--- config.mk ---
export PLATFORM = sky130hd
export DESIGN_NAME = irq_level_gate
export DESIGN_NICKNAME = d
export VERILOG_FILES = /design/src/rtl/igate_pkg.sv /design/src/rtl/igate_cfg_reg.sv /design/src/rtl/igate_stable.sv /design/src/rtl/igate_elig.sv /design/src/rtl/igate_arb.sv /design/src/rtl/irq_level_gate.sv
export SDC_FILE = /design/constraint.sdc
export NUM_CORES = 1
export LEC_CHECK = 0
export BUFFER_PORTS_ARGS = -buffer_cell sky130_fd_sc_hd__buf_2
export CORE_MARGIN = 3
export CORE_UTILIZATION = 52
export DETAILED_ROUTE_END_ITERATION = 16
export PLACE_DENSITY = 0.83
export SLEW_MARGIN = 40
export SYNTH_ARGS = -nofsm -noshare
export SYNTH_HDL_FRONTEND = slang
export SYNTH_SLANG_ARGS = --single-unit
export TNS_END_PERCENT = 30
--- constraint.sdc ---
create_clock -name clk -period 3.46 [get_ports clk]
set_input_delay 0.692 -clock clk [delete_from_list [all_inputs] [get_ports clk]]
set_output_delay 0.692 -clock clk [all_outputs]
set_load 0.01 [all_outputs]
--- src/rtl/igate_pkg.sv ---
package igate_pkg;
  localparam int unsigned WORD_W     = 16;
  localparam int unsigned LVL_W      = 4;
  localparam int unsigned GIE_POS    = 9;
  localparam int unsigned OVF_EN_POS = 1;
  localparam int unsigned LVL_LSB    = 2;

  typedef struct packed {
    logic             gie;
    logic             ovf_en;
    logic [LVL_W-1:0] lvl;
  } igate_cfg_t;
endpackage

--- src/rtl/igate_cfg_reg.sv ---
module igate_cfg_reg
  import igate_pkg::*;
(
  input  logic              clk,
  input  logic              rst_n,
  input  logic              we,
  input  logic [WORD_W-1:0] wdata,
  output igate_cfg_t        cfg_q
);
  igate_cfg_t cfg_d;
  logic       unused_wbits;

  assign unused_wbits = ^{wdata[WORD_W-1:GIE_POS+1], wdata[GIE_POS-1:LVL_LSB+LVL_W], wdata[0]};

  always_comb begin
    cfg_d = cfg_q;
    if (we) begin
      cfg_d.gie    = wdata[GIE_POS];
      cfg_d.ovf_en = wdata[OVF_EN_POS];
      cfg_d.lvl    = wdata[LVL_LSB +: LVL_W];
    end
  end

  always_ff @(posedge clk or negedge rst_n) begin
    if (!rst_n) begin
      cfg_q.gie    <= 1'b1;
      cfg_q.ovf_en <= 1'b0;
      cfg_q.lvl    <= '0;
    end else if (we) begin
      cfg_q <= cfg_d;
    end
  end
endmodule

--- src/rtl/igate_stable.sv ---
module igate_stable #(
  parameter int unsigned W = 16
) (
  input  logic         clk,
  input  logic         rst_n,
  input  logic [W-1:0] raw,
  output logic [W-1:0] stable
);
  logic [W-1:0] seen_q;

  always_ff @(posedge clk or negedge rst_n) begin
    if (!rst_n) seen_q <= '0;
    else        seen_q <= raw;
  end

  assign stable = seen_q & raw;
endmodule

--- src/rtl/igate_elig.sv ---
module igate_elig
  import igate_pkg::*;
#(
  parameter int unsigned NUM_DEV = 15
) (
  input  igate_cfg_t         cfg,
  input  logic               mode_level,
  input  logic [NUM_DEV-1:0] dev_stb,
  output logic [NUM_DEV-1:0] dev_ok
);
  for (genvar i = 0; i < NUM_DEV; i++) begin : g_line
    localparam int unsigned PRIO = i + 1;
    logic thr_ok;
    logic msk_ok;
    assign thr_ok = (32'(cfg.lvl) >= PRIO);
    if (i < LVL_W) begin : g_mask
      assign msk_ok = cfg.lvl[i];
    end else begin : g_nomask
      assign msk_ok = 1'b0;
    end
    assign dev_ok[i] = cfg.gie & dev_stb[i] & (mode_level ? thr_ok : msk_ok);
  end
endmodule

--- src/rtl/igate_arb.sv ---
module igate_arb #(
  parameter int unsigned NUM_DEV = 15,
  parameter int unsigned SRC_W   = 4
) (
  input  logic               ovf_ok,
  input  logic [NUM_DEV-1:0] dev_ok,
  output logic               any,
  output logic [SRC_W-1:0]   src
);
  always_comb begin
    any = ovf_ok | (|dev_ok);
    src = '0;
    if (!ovf_ok) begin
      for (int i = NUM_DEV - 1; i >= 0; i--) begin
        if (dev_ok[i]) src = SRC_W'(i + 1);
      end
    end
  end
endmodule

--- src/rtl/irq_level_gate.sv ---
module irq_level_gate
  import igate_pkg::*;
#(
  parameter int unsigned NUM_DEV = 15,
  localparam int unsigned SRC_W  = $clog2(NUM_DEV + 1)
) (
  input  logic               clk,
  input  logic               rst_n,
  input  logic               cfg_we,
  input  logic [15:0]        cfg_wdata,
  input  logic               mode_level,
  input  logic               ovf_req,
  input  logic [NUM_DEV-1:0] dev_req,
  output logic [LVL_W-1:0]   level_out,
  output logic               cpu_irq,
  output logic [SRC_W-1:0]   irq_src
);
  localparam int unsigned REQ_W = NUM_DEV + 1;

  igate_cfg_t         cfg_q;
  logic [REQ_W-1:0]   req_stb;
  logic [NUM_DEV-1:0] dev_ok;
  logic               ovf_ok;
  logic               win_any;
  logic [SRC_W-1:0]   win_src;
  logic               irq_d;
  logic [SRC_W-1:0]   src_d;

  igate_cfg_reg u_cfg (
    .clk   (clk),
    .rst_n (rst_n),
    .we    (cfg_we),
    .wdata (cfg_wdata),
    .cfg_q (cfg_q)
  );

  igate_stable #(.W(REQ_W)) u_stb (
    .clk    (clk),
    .rst_n  (rst_n),
    .raw    ({dev_req, ovf_req}),
    .stable (req_stb)
  );

  igate_elig #(.NUM_DEV(NUM_DEV)) u_elig (
    .cfg        (cfg_q),
    .mode_level (mode_level),
    .dev_stb    (req_stb[REQ_W-1:1]),
    .dev_ok     (dev_ok)
  );

  assign ovf_ok = cfg_q.gie & cfg_q.ovf_en & req_stb[0];

  igate_arb #(.NUM_DEV(NUM_DEV), .SRC_W(SRC_W)) u_arb (
    .ovf_ok (ovf_ok),
    .dev_ok (dev_ok),
    .any    (win_any),
    .src    (win_src)
  );

  always_comb begin
    irq_d = win_any;
    src_d = win_any ? win_src : '0;
  end

  always_ff @(posedge clk or negedge rst_n) begin
    if (!rst_n) begin
      cpu_irq <= 1'b0;
      irq_src <= '0;
    end else begin
      cpu_irq <= irq_d;
      irq_src <= src_d;
    end
  end

  assign level_out = cfg_q.lvl;


  gie_gate_chk: assert property (@(posedge clk) disable iff (!rst_n)
    cpu_irq |-> $past(cfg_q.gie));


  src_idle_chk: assert property (@(posedge clk) disable iff (!rst_n)
    !cpu_irq |-> (irq_src == '0));


  ovf_en_chk: assert property (@(posedge clk) disable iff (!rst_n)
    (cpu_irq && irq_src == '0) |-> ($past(cfg_q.ovf_en) && $past(ovf_req)));


  lvl_bound_chk: assert property (@(posedge clk) disable iff (!rst_n)
    (cpu_irq && irq_src != '0 && $past(mode_level)) |-> (32'(irq_src) <= 32'($past(cfg_q.lvl))));


  mask_range_chk: assert property (@(posedge clk) disable iff (!rst_n)
    (cpu_irq && irq_src != '0 && !$past(mode_level)) |-> (32'(irq_src) <= LVL_W));
endmodule

==> results by group <==
Routing
  • Detail Route Antenna Nets: 0
  • Detail-routed via count per cell: 5.88
  • Total wire length: 2.64 mm
  • First DRT Iteration DRCs: 38
  • Via count: 1047
  • Post-route DRC: 0
  • DRT Pass-1 Iters: 4
  • WL/cell: 14.8 µm

GRT
  • Initial antenna violation count: 0
  • Pin count of the biggest net entering global routing: 28
  • Most Used Layer, Global Route: met2
  • Total gr overflow: 0
  • GR Util met1: 24.5%
  • Met3 usage: 4.87%
  • Gr usage total: 18.4%
  • Vias in the first global route: 1054
  • GR Util met2: 28.5%
  • First-pass GRT wire length: 4.57 mm

STA
  • Hold WS: 330 ps
  • Clock skew: 13.5 ps
  • Tmin final: 1950 ps
  • Peak Freq: 513 MHz
  • Setup violators final: 0
  • Slew Limit Headroom: 62.4%
  • Crit share post-route: 56.3%
  • Final Hold Vio Count: 0
  • Worst Max-Slew Pin Slew: 564 ps
  • Max-slew violations: 0
  • RSZ-0062 raised after global routing: false
  • Fin Setup TNS: 0 ps

Placement
  • Placed Cells: 174
  • Area of placed instances: 1420 µm²
  • Detailed placement HPWL: 1.94 mm
  • Gp weighted congestion: 0.976
  • Count of input and output buffers: 34

Critical path
  • Top cell family by delay on the critical path: flip-flops
  • Critical Path RT: 2770 ps
  • Crit path kind: flip-flop to output port
  • CP cell instances: buf_2
  • Worst stage delay on the critical path: 700 ps
  • Crit path launch type: flip-flop
  • Critical Path AT: 1260 ps
  • CP bufs+invs: 1
  • CP max stage cell: dfrtp_1
  • Crit Path Max Fanout: 18
  • Critical Path End Type: output port

Cells and area
  • Final antenna diode count: 0
  • Fin util: 63.4%
  • Share of cells above drive strength 1: 32.7%
  • Finished layout cell area: 1440 µm²
  • Area grow syn2layout: 12.1%
  • Post-route insts no fill: 178
  • Fillers: 190
  • NumNets Final: 187

Synthesis
  • Synth area leaders: dfrtp_1 (51%), mux2_2 (4.4%), nand2_1 (3.5%)
  • Synth cell types: 37
  • Number of synthesized flops with an enable pin: 0
  • Top post-synthesis cells by count: dfrtp_1 (26), nand2_1 (12), a21oi_1 (7), nor2_1 (7), o21ai_0 (6)
  • Main combinational cell family by area after synthesis: compound AO/OA/AOI/OAI gates
  • Post-synthesis sequential area ratio: 52.6%
  • Synth top area share: 50.5%
  • Synth Area in Compound Gates: 21.1%
  • Mapped Nets: 158
  • Post-synthesis mux area share: 4.37%
  • Most common cell in the netlist: dfrtp_1
  • Synth Area in Simple Gates: 15.4%
  • Post-Synthesis Cells: 122
  • Synth Flop Type: dfrtp_1
  • Syn. warnings: 0
  • Post-Synth Adder-Cell Area: 0%
  • Mean Syn Cell Area: 10.6 µm²
  • Syn Std Cell Area: 1290 µm²
  • Yosys top cell by area: dfrtp_1
  • XOR/XNOR share of the synthesized area: 0%
  • FFs w/ async S/R, synth: 100%
  • Synth Register Bits: 27

Floorplan
  • Num rows: 17
  • Die width: 55.8 µm
  • Core box area: 2280 µm²
  • Die Y: 55.8 µm
  • Top Ports: 45
  • Die area: 3110 µm²
  • Starting density of the core: 56.6%

Power and ir drop
  • Maximum VDD drop: 362 µV
  • Power per cell area: 418 nW/µm²
  • Leakage: 0.680 nW

Clock network
  • Htree depth: 1
  • Post-CTS sizing: 0
  • Clk Latency, worst-skew pair: 330 ps
  • Clock Root Buffer: clkbuf_4
  • Longest Clk Path Bufs: 2
  • Hold buffers post-CTS: 0
  • Setup bufs post-CTS: 0
  • CTS tree: built
  • Num Clock Sinks: 27
  • Worst-path clk slew: 140 ps
  • Cts bufs inserted: 3

Run
  • Max cap viols: 0

Hold path
  • Min-Delay Path Class: input port to asynchronous set/reset pin

Run status
  • Status: finished, final reports clean
-- per-layer routing --
layer,vias up,share of wire (%)
met5,-,0
met4,0,2.4
met3,8,8.8
met2,48,46
met1,485,43
li1,506,-
-- cell usage in the layout (no fill, tap or decap), drive strengths merged --
master	instances
o21bai	1
mux2	5
and2	3
and2b	1
o31ai	1
nor4	1
inv	2
o21a	1
nor2	7
dfrtp	26
a31oi	4
o22ai	2
a211oi	4
nor3	3
nor2b	1
nand2	12
nand4	2
o21ai	7
o311ai	1
clkinv	1
clkbuf	3
a21oi	7
dfstp	1
o211ai	2
and3	2
nand3	6
a21o	2
buf	34
o2111ai	4
or2	1
a41oi	1
o31a	2
-- final cells by class --
cell class	instances	area (µm²)	area share, %
clock buffers	3	22.5	1.56
repair buffers	34	170	11.8
well taps	28	35.0	2.43
flip-flops and latches	27	677	46.9
inverters	2	7.51	0.520
clock inverters	1	5.00	0.347
multi-input cells	83	526	36.4
-- through the flow --
stage	total power [mW]	setup WS, ps
after floorplan	0.443	1940
after CTS	0.609	1530
final	0.603	1510
after detailed placement	0.479	1620
after global routing	0.637	1400
after global placement	0.474	1670
-- registers in the layout, summed over array words and instances, names as in the netlist --
| name | count |
|---|---|
| u_cfg.cfg_q | 6 |
| irq_src | 4 |
| u_stb.seen_q | 16 |
| cpu_irq | 1 |
-- where the power goes --
| part | internal (mW) | total, mW | leakage [nW] | switching (mW) |
|---|---|---|---|---|
| Sequential | 0.340 | 0.366 | 0.321 | 0.0263 |
| Clock | 0.0435 | 0.130 | 0.0177 | 0.0864 |
| Combinational | 0.0484 | 0.107 | 0.341 | 0.0586 |
| Total | 0.432 | 0.603 | 0.680 | 0.171 |
-- worst paths after layout --
kind	depth (start not counted)	slack [ps]	endpoint	from
worst max-delay path	1	1510	level_out[2]	u_cfg.cfg_q[2]
worst min-delay path	1	330	u_stb.seen_q[13]	rst_n
worst max register to register	5	1620	cpu_irq	u_cfg.cfg_q[2]
worst min register to register	1	540	u_cfg.cfg_q[4]	u_cfg.cfg_q[4]
max in group asynchronous	1	2740	u_stb.seen_q[7]	rst_n
min in group clk	1	470	u_stb.seen_q[4]	dev_req[3]
-- kinds of logic (layout without fill, tap and decap cells) --
group                  Yosys count  in the layout
buffers and inverters           12             40
muxes                            5              5
AOI/OAI and AO/OA               39             39
DFF                             27             27
and+or+nand+nor                 39             39
(Power assumes the default switching activity.)
